[src/rtl/warp_mask_pkg.sv]
// Package: shared branch classification for the warp mask sequencer.
// Assumes: used by warp_mask_split and warp_mask_seq only.
package warp_mask_pkg;
    typedef enum logic [1:0] {
        BR_ALL_TAKEN  = 2'd0,
        BR_NONE_TAKEN = 2'd1,
        BR_SPLIT      = 2'd2
    } br_kind_e;
endpackage

[src/rtl/warp_mask_split.sv]
// Module: warp_mask_split
// Splits the enabled lanes by predicate and classifies the branch.
// Assumes: enabled mask is never all zeros while a branch is offered.
module warp_mask_split
    import warp_mask_pkg::*;
#(
    parameter int LANES = 32
) (
    input  logic [LANES-1:0] act_i,
    input  logic [LANES-1:0] pred_i,
    output logic [LANES-1:0] taken_o,
    output logic [LANES-1:0] other_o,
    output br_kind_e         kind_o
);
    // Partition the enabled lanes and decide whether they disagree.
    always_comb begin
        taken_o = act_i & pred_i;
        other_o = act_i & ~pred_i;
        if (other_o == '0)      kind_o = BR_ALL_TAKEN;
        else if (taken_o == '0) kind_o = BR_NONE_TAKEN;
        else                    kind_o = BR_SPLIT;
    end
endmodule

[src/rtl/warp_mask_stack.sv]
// Module: warp_mask_stack
// LIFO of deferred paths. Each entry holds the mask before the split, the
// deferred lanes, the deferred start address, the join address and a flag
// marking that the deferred path is running.
// Assumes: push only when not full, pop/mark only when not empty, DEPTH >= 2.
module warp_mask_stack #(
    parameter int LANES = 32,
    parameter int PC_W  = 16,
    parameter int DEPTH = 8
) (
    input  logic             clk,
    input  logic             rst_n,
    input  logic             push_i,
    input  logic             pop_i,
    input  logic             mark_i,
    input  logic [LANES-1:0] push_orig_i,
    input  logic [LANES-1:0] push_def_i,
    input  logic [PC_W-1:0]  push_pc_i,
    input  logic [PC_W-1:0]  push_join_i,
    output logic [LANES-1:0] top_orig_o,
    output logic [LANES-1:0] top_def_o,
    output logic [PC_W-1:0]  top_pc_o,
    output logic [PC_W-1:0]  top_join_o,
    output logic             top_second_o,
    output logic             empty_o,
    output logic             full_o
);
    localparam int IDX_W = $clog2(DEPTH);
    localparam int CNT_W = $clog2(DEPTH + 1);

    typedef struct packed {
        logic [LANES-1:0] orig;
        logic [LANES-1:0] dmask;
        logic [PC_W-1:0]  dpc;
        logic [PC_W-1:0]  jpc;
        logic             second;
    } entry_t;

    entry_t           mem_q [DEPTH];
    logic [CNT_W-1:0] cnt_q;
    logic [CNT_W-1:0] top_cnt;
    logic [IDX_W-1:0] top_idx;
    entry_t           top_e;

    // Select the newest entry.
    always_comb begin
        top_cnt = cnt_q - CNT_W'(1);
        top_idx = top_cnt[IDX_W-1:0];
        top_e   = mem_q[top_idx];
    end

    assign top_orig_o   = top_e.orig;
    assign top_def_o    = top_e.dmask;
    assign top_pc_o     = top_e.dpc;
    assign top_join_o   = top_e.jpc;
    assign top_second_o = top_e.second;
    assign empty_o      = (cnt_q == '0);
    assign full_o       = (cnt_q == CNT_W'(DEPTH));

    // Track the number of held entries.
    always_ff @(posedge clk) begin
        if (!rst_n)      cnt_q <= '0;
        else if (push_i) cnt_q <= cnt_q + CNT_W'(1);
        else if (pop_i)  cnt_q <= cnt_q - CNT_W'(1);
    end

    // Write a new entry or flag the top entry as in its second phase.
    generate
        for (genvar g = 0; g < DEPTH; g++) begin : g_slot
            always_ff @(posedge clk) begin
                if (!rst_n) begin
                    mem_q[g] <= '0;
                end else if (push_i && cnt_q == CNT_W'(g)) begin
                    mem_q[g] <= '{orig: push_orig_i, dmask: push_def_i,
                                  dpc: push_pc_i, jpc: push_join_i, second: 1'b0};
                end else if (mark_i && cnt_q == CNT_W'(g + 1)) begin
                    mem_q[g].second <= 1'b1;
                end
            end
        end
    endgenerate
endmodule

[src/rtl/warp_mask_count.sv]
// Module: warp_mask_count
// Counts cycles in which only part of the warp is enabled.
// Assumes: wraps at 2**CNT_W.
module warp_mask_count #(
    parameter int LANES = 32,
    parameter int CNT_W = 32
) (
    input  logic             clk,
    input  logic             rst_n,
    input  logic [LANES-1:0] mask_i,
    output logic [CNT_W-1:0] count_o
);
    logic partial;
    assign partial = (mask_i != '0) && (mask_i != '1);

    // Advance once per partial-mask cycle.
    always_ff @(posedge clk) begin
        if (!rst_n)       count_o <= '0;
        else if (partial) count_o <= count_o + CNT_W'(1);
    end
endmodule

[src/rtl/warp_mask_seq.sv]
// Module: warp_mask_seq (top)
// Keeps the enabled-lane mask and PC of one warp, serializes divergent
// branches through a deferral stack and counts serialized cycles.
// Assumes: issue and br_valid are exclusive; nothing issues on join_stall.
module warp_mask_seq
    import warp_mask_pkg::*;
#(
    parameter int          LANES    = 32,
    parameter int          PC_W     = 16,
    parameter int          DEPTH    = 8,
    parameter int          CNT_W    = 32,
    parameter logic [15:0] RESET_PC = 16'h0000
) (
    input  logic             clk,
    input  logic             rst_n,
    input  logic             issue,
    input  logic             br_valid,
    input  logic [LANES-1:0] br_pred,
    input  logic [PC_W-1:0]  br_target,
    input  logic [PC_W-1:0]  br_fallthru,
    input  logic [PC_W-1:0]  br_join,
    output logic [LANES-1:0] lane_mask,
    output logic [PC_W-1:0]  cur_pc,
    output logic             join_stall,
    output logic             stack_full,
    output logic             overflow,
    output logic [CNT_W-1:0] serial_cycles
);
    logic [LANES-1:0] mask_q, mask_d;
    logic [PC_W-1:0]  pc_q, pc_d;
    logic             ovf_q, ovf_set;
    logic [LANES-1:0] taken, other;
    br_kind_e         kind;
    logic             push, pop, mark, empty;
    logic [LANES-1:0] top_orig, top_def;
    logic [PC_W-1:0]  top_pc, top_join;
    logic             top_second;

    warp_mask_split #(.LANES(LANES)) split_i (
        .act_i(mask_q), .pred_i(br_pred),
        .taken_o(taken), .other_o(other), .kind_o(kind)
    );

    warp_mask_stack #(.LANES(LANES), .PC_W(PC_W), .DEPTH(DEPTH)) stack_i (
        .clk(clk), .rst_n(rst_n),
        .push_i(push), .pop_i(pop), .mark_i(mark),
        .push_orig_i(mask_q), .push_def_i(other),
        .push_pc_i(br_fallthru), .push_join_i(br_join),
        .top_orig_o(top_orig), .top_def_o(top_def),
        .top_pc_o(top_pc), .top_join_o(top_join), .top_second_o(top_second),
        .empty_o(empty), .full_o(stack_full)
    );

    warp_mask_count #(.LANES(LANES), .CNT_W(CNT_W)) count_i (
        .clk(clk), .rst_n(rst_n), .mask_i(mask_q), .count_o(serial_cycles)
    );

    assign join_stall = !empty && (pc_q == top_join);

    // Choose the next mask and PC: rejoin first, then branch, then step.
    always_comb begin
        mask_d  = mask_q;
        pc_d    = pc_q;
        push    = 1'b0;
        pop     = 1'b0;
        mark    = 1'b0;
        ovf_set = 1'b0;
        if (join_stall) begin
            if (!top_second) begin
                mask_d = top_def;
                pc_d   = top_pc;
                mark   = 1'b1;
            end else begin
                mask_d = top_orig;
                pop    = 1'b1;
            end
        end else if (br_valid) begin
            unique case (kind)
                BR_ALL_TAKEN:  pc_d = br_target;
                BR_NONE_TAKEN: pc_d = br_fallthru;
                default: begin
                    if (stack_full) begin
                        ovf_set = 1'b1;
                        pc_d    = br_fallthru;
                    end else begin
                        push   = 1'b1;
                        mask_d = taken;
                        pc_d   = br_target;
                    end
                end
            endcase
        end else if (issue) begin
            pc_d = pc_q + PC_W'(1);
        end
    end

    // Hold warp state and the sticky overflow flag.
    always_ff @(posedge clk) begin
        if (!rst_n) begin
            mask_q <= '1;
            pc_q   <= RESET_PC[PC_W-1:0];
            ovf_q  <= 1'b0;
        end else begin
            mask_q <= mask_d;
            pc_q   <= pc_d;
            ovf_q  <= ovf_q | ovf_set;
        end
    end

    assign lane_mask = mask_q;
    assign cur_pc    = pc_q;
    assign overflow  = ovf_q;
endmodule

[config.mk]
export PLATFORM = sky130hd
export DESIGN_NAME = warp_mask_seq
export DESIGN_NICKNAME = d
export VERILOG_FILES = /design/src/rtl/warp_mask_pkg.sv /design/src/rtl/warp_mask_split.sv /design/src/rtl/warp_mask_stack.sv /design/src/rtl/warp_mask_count.sv /design/src/rtl/warp_mask_seq.sv
export SDC_FILE = /design/constraint.sdc
export NUM_CORES = 1
export LEC_CHECK = 0
export BUFFER_PORTS_ARGS = -buffer_cell sky130_fd_sc_hd__buf_4
export CAP_MARGIN = 10
export CORE_ASPECT_RATIO = 0.7
export CORE_UTILIZATION = 30
export DETAILED_ROUTE_END_ITERATION = 10
export GPL_TIMING_DRIVEN = 0
export PLACE_DENSITY = 0.56
export SETUP_SLACK_MARGIN = 0.2
export SLEW_MARGIN = 15
export SYNTH_ARGS = -nofsm -noshare
export SYNTH_HDL_FRONTEND = slang
export SYNTH_SLANG_ARGS = --single-unit
export TNS_END_PERCENT = 20
[constraint.sdc]
create_clock -name clk -period 10.5 [get_ports clk]
set_input_delay 2.1 -clock clk [delete_from_list [all_inputs] [get_ports clk]]
set_output_delay 2.1 -clock clk [all_outputs]
set_load 0.01 [all_outputs]
# == Word-level counts from Yosys, hierarchy flattened ==
# Memory sizes are Yosys's and may differ from the RTL's.
# Cells that the tools add are included.
# op_classes
n_bitwise,20
mux,100
n_eq_ne,14
reduce_logical,30
n_addsub,4
# op_table
op,count
$mux W97,8
$mux W32,5
$mux W16,5
$mux W1,77
$and A32 B32 Y32,2
$logic_not A32 Y1,2
$add A32 B1 Y32 const B,1
$ne A32 B32 Y1 const B,1
$not A32 Y32,1
$pmux W16 S2,1
$reduce_bool A32 Y1,1
$logic_and A1 B1 Y1,18
$or A1 B1 Y1,17
$add A16 B1 Y16 const B,1
$eq A16 B16 Y1,1
$eq A4 B3 Y1 const B,4
$eq A4 B2 Y1 const B,2
$mux W4,2
$add A4 B1 Y4 const B,1
$eq A4 B1 Y1 const B,1
$eq A4 B4 Y1 const B,1
$logic_not A4 Y1,1
$mux W2,2
$ne A2 B2 Y1 const B,2
other kinds (10),11
# word_totals
mem_count,1
in_bits,84
ram_bits,776
ff_bits,85
wordCells,174
# mem_list
name,words,word_bits,read_ports,rd_ports_with_merged_regs,write_ports,line_no,source
stack_i.mem_q,8,97,1,0,8,warp_mask_stack.sv:39,entry_t mem_q [DEPTH];

# == Depth between registers and ports, before layout ==
# depth
word_depth,15
ltp_mapped,18
mapped_depth_nobuf,10

# == Hierarchy ==
# From an unflattened synthesis, not the netlist that was laid out.
# unflattened
hier_cells,2794
hier_area_um2,41133.2
# modules_own_cells
module,area_each_um2,instances,cells_each,seq_area_each_um2
warp_mask_stack,34922.2,1,2058,23382.4
warp_mask_seq,3895.0,1,436,980.9
warp_mask_count,1734.2,1,210,640.6
warp_mask_split,581.8,1,90,0.0

# == Worst setup path before layout ==
# No wires, ideal clock.
# synth_path
path_type,input to register
startpoint,in br_pred[7]
endpoint,mem stack_i.mem_q[7][0] (netlist bit) (enable)
slack_ps,-466
path_buffers,2
t_required_ps,10172
cell_stages,10
setup_time_ps,328
arrival_ps,10638
path_cell_list,nand2b_1 clkbuf_1 nand4_1 or4_1 o211ai_1 inv_1 o311ai_2 buf_4 o21ai_0 o21bai_1
# synth_lines
element,line_no,source
"start, declared",warp_mask_seq.sv:18,"input logic [LANES-1:0] br_pred,"
"end, declared",warp_mask_stack.sv:39,

# == Worst setup path after layout ==
# layout_path
startpoint,reg stack_i.cnt_q[0]
endpoint,out join_stall
# layout_between
elab_chain_cells,4
# layout_rtl
element,line_no,source
"start, declared",warp_mask_stack.sv:40,logic [CNT_W-1:0] cnt_q;
"start signal, assigned",warp_mask_stack.sv:63,else if (push_i) cnt_q <= cnt_q + CNT_W'(1);
"start signal, assigned",warp_mask_stack.sv:64,else if (pop_i) cnt_q <= cnt_q - CNT_W'(1);
$sub A4 B1 Y4,n/a,
$mem_v2 Z8 W97,n/a,
$eq A16 B16 Y1,warp_mask_seq.sv:58,assign join_stall = !empty && (pc_q == top_join);
$logic_and A1 B1 Y1 *,warp_mask_seq.sv:58,
"end, declared",warp_mask_seq.sv:24,"output logic join_stall,"
# Every way passes the cells marked *; elsewhere a longest branch is shown, timed or not.

==> results by group <==
Synthesis
  – Synth async-reset ratio: 0%
  – Post-Syn Instances: 2733
  – Post-synth cell types: 60
  – Syn Area/Cell: 14.4 sq um
  – Synth Cell Area: 0.0393 sq mm
  – Warnings from Yosys: 0
  – Syn Nets: 2824
  – Number of synthesized flops with an enable pin: 776
  – Seq cells post-synth: 861
  – Sequential-to-total area share from yosys stat: 63.7%
  – Synth Flop Type: edfxtp_1

Floorplan
  – Top Ports: 167
  – DIE AREA: 0.132 sq mm
  – Die W: 434 um
  – CORE AREA: 0.129 sq mm
  – Row count: 110
  – Starting Density: 30.4%
  – Die height: 305 um

Critical path
  – Worst R2R End: stack_i.mem_q[1][59]$_SDFFCE_PN0P_
  – Crit path from: stack_i.cnt_q[0]$_SDFFE_PN0P_
  – Worst path slowest cell: xor2_1
  – Crit. End Element: output port
  – Crit path DAT: 6.32 ns
  – Family with the most delay on the worst path: buffers and inverters
  – Worst-path maximum fanout: 10
  – CP bufs+invs: 10
  – CP Class: reg2out
  – CP required: 8.40 ns
  – Reg-to-Reg Start: stack_i.cnt_q[0]$_SDFFE_PN0P_
  – Reg2reg path depth: 21
  – R2R Setup Slk: 3.66 ns
  – Worst setup SP type: flop
  – Max incr delay on CP: 0.57 ns
  – Critical Path, Cell by Cell: buf_6 > buf_6 > buf_6 > inv_2 > ha_1 > xor2_1 > buf_2 > buf_2 > mux4_2 > mux2i_1 > xor2_1 > nand4_2 > nor3_2 > buf_4 > buf_4 > buf_2 > buf_4

Pwr
  – Cell-internal power: 0.00632 W
  – Leakage: 16.9 nW
  – Total power: 0.00867 W
  – Combinational power share: 16.1%
  – Switching part of the total: 27.0%
  – Sw Pwr: 0.00234 W
  – Power per Cell Area: 183 mW/mm^2
  – Sequential fraction of design power: 46.3%
  – Max IR drop VDD: 144 uV
  – Clock power frac: 37.6%

Placed design
  – Placed wire-length estimate: 89.9 mm
  – PortBufs: 166
  – GPL Wtd Cong: 0.872
  – Dpl cell area: 0.0442 sq mm

Global route
  – Gr usage total: 18.8%
  – Largest net degree at the start of global routing: 21
  – Antenna violations before repair: 12
  – First-pass GRT wire length: 179 mm
  – Global route overflow: 0
  – Vias in the first global route: 24300

Finish
  – Post-route cell area: 0.0472 sq mm
  – Fill cells: 12200
  – Layout area overhead: 20.3%
  – Nets: 3142
  – Fraction of layout cells with a size suffix above 1: 21.1%

Routing
  – First DRT Iteration DRCs: 2671
  – Via-to-Cell Ratio: 5.07
  – Final ANT Viol Nets: 0
  – Via count: 24700
  – WL/cell: 25.6 um
  – Drt first pass iters: 5
  – Final WL: 125 mm
  – DRC violation count after routing: 0

Timing
  – RSZ-0062 raised after global routing: false
  – Slew @ Worst Pin: 1.22 ns
  – Max_slew headroom: 19.0%
  – Min Tclk post-route: 8.42 ns
  – Final Cycle Share: 80.2%
  – Slew Limit Fails: 0
  – Setup Skew: 0.101 ns
  – WHS: 0.516 ns
  – # setup viols final: 0
  – FMAX: 119 MHz
  – Final Hold Viols: 0

Worst hold path
  – WHS Path Cells: 2
  – Worst Hold Class: reg2reg
  – Hold_sp: count_i.count_o[29]$_SDFFE_PN0P_
  – Hold endpoint: count_i.count_o[29]$_SDFFE_PN0P_

CTS
  – Longest Clk Path Bufs: 3
  – Worst skew pair latency: 0.75 ns
  – TritonCTS clock tree: done
  – H-tree Lvls: 3
  – # hold bufs at CTS: 0
  – Clock-pin transition on the worst setup and hold timing paths: 0.07 ns
  – Root buf cell: clkbuf_16
  – Cts repair resizes: 0
  – Setup repair bufs after CTS: 0
  – CTS Buf Count: 92
  – Clock sink count: 861

Job
  – Maxcap violations: 0

Status
  – Status: completed
==> metal layers <==
layer	up-vias	global-route usage, %	wire length [um]
met5	-	0	23
met4	4	6.05	3970
met1	12800	26.5	53900
met3	205	3.90	9760
li1	10700	-	-
met2	1045	28.9	57100
==> state kept, by name, indices dropped and copies added (netlist names) <==
register,count
stack_i.mem_q,776
count_i.count_o,32
lane_mask,32
cur_pc,16
stack_i.cnt_q,4
overflow,1
==> cell type report <==
cell class	count	area (sq um)	area share (%)
clock inverter	47	513	1.09
antenna	6	15.0	0.0318
sequential	861	25000	52.9
timing repair buffer	224	2670	5.65
inverter	16	60.1	0.127
buffer	244	1040	2.20
tap	1736	2170	4.60
clock buffer	123	2470	5.23
multi-input combinational	1612	13300	28.1
==> worst min-delay path, delay by kind of cell, from the launching register on <==
family / cells / cell delay [ns]
AO/OA/AOI/OAI: 2 / 0.14
flip-flops: 1 / 0.33
==> power groups by stage <==
stage	logic [W]	clock network, W	registers (W)
floorplan	0.000780	0	0.00410
global placement	0.00128	0	0.00417
detailed placement	0.00139	0	0.00408
CTS	0.00139	0.00330	0.00401
global route	0.00146	0.00342	0.00403
finish	0.00139	0.00326	0.00401
==> through the flow <==
stage / TNS, ns / cells / utilization [%] / setup slack, ns
final: 0 / 4869 / 36.5 / 2.08
after global routing: 0 / 4865 / 36.5 / 1.83
after CTS: 0 / 4862 / 36.5 / 1.99
after detailed placement: 0 / 4692 / 34.2 / 2.74
after global placement: -5404.32 / 4635 / 33.0 / -9.99
after floorplan: -68.18 / 2733 / - / -0.412
==> Yosys cell counts, drive strengths merged (4+ instances only) <==
library cell | count | area [sq um]
and3 | 8 | 50.1
o21bai | 6 | 45.0
mux2i | 42 | 420
a221oi | 4 | 35.0
nand2b | 39 | 244
edfxtp | 776 | 23300
nand3 | 29 | 155
nor3 | 13 | 85.1
o21ai | 60 | 300
mux4 | 225 | 5070
a21oi | 32 | 160
dfxtp | 85 | 1700
inv | 15 | 56.3
nor2b | 5 | 31.3
a22oi | 17 | 128
or2 | 5 | 31.3
nor4 | 13 | 96.3
clkbuf | 168 | 632
xnor2 | 37 | 324
o22ai | 13 | 81.3
nor2 | 319 | 1210
and2 | 520 | 3250
nand4 | 28 | 181
o211ai | 34 | 255
xor2 | 34 | 298
nand2 | 88 | 330
ha | 7 | 87.6
and4 | 5 | 43.8
or3 | 7 | 43.8
buf | 76 | 402
==> worst max path at each step <==
stage / end / depth (start not counted)
after global routing: join_stall / 17
final: join_stall / 17
after CTS: join_stall / 17
after global placement: stack_i.mem_q[4][0]$_SDFFCE_PN0P_ / 16
after floorplan: stack_i.mem_q[4][0]$_SDFFCE_PN0P_ / 10
after detailed placement: join_stall / 17
==> cell families (layout without fill, tap and decap cells) <==
logic type / count (synthesis) / after routing / synth area share, %
AO/OA/AOI/OAI: 183 / 183 / 3.01
XOR/XNOR: 71 / 71 / 1.58
adder cells (fa/ha/maj): 7 / 7 / 0.223
buffers and inverters: 260 / 654 / 2.78
flip-flops: 861 / 861 / 63.7
multiplexers: 268 / 268 / 14.0
other: 0 / 6 / 0
AND/OR/NAND/NOR: 1083 / 1083 / 14.7
==> placed cells by master (no fill, tap or decap), types with 8 or more instances in the layout <==
cell,n
edfxtp_1,776
and2_1,519
nor2_1,314
mux4_2,225
clkbuf_1,191
buf_4,181
clkbuf_16,93
nand2_1,88
dfxtp_1,85
o21ai_0,46
mux2i_1,42
buf_16,42
nand2b_1,39
xnor2_1,37
buf_2,36
xor2_1,34
o211ai_1,34
a21oi_1,32
nand4_1,27
nand3_1,27
buf_1,24
clkinv_1,20
a22oi_1,17
inv_1,13
o22ai_1,13
nor4_1,12
nor3_1,9
clkinv_2,9
buf_12,9
o21ai_4,8
and3_1,8
Note: power is estimated with default switching activity, not from simulation.
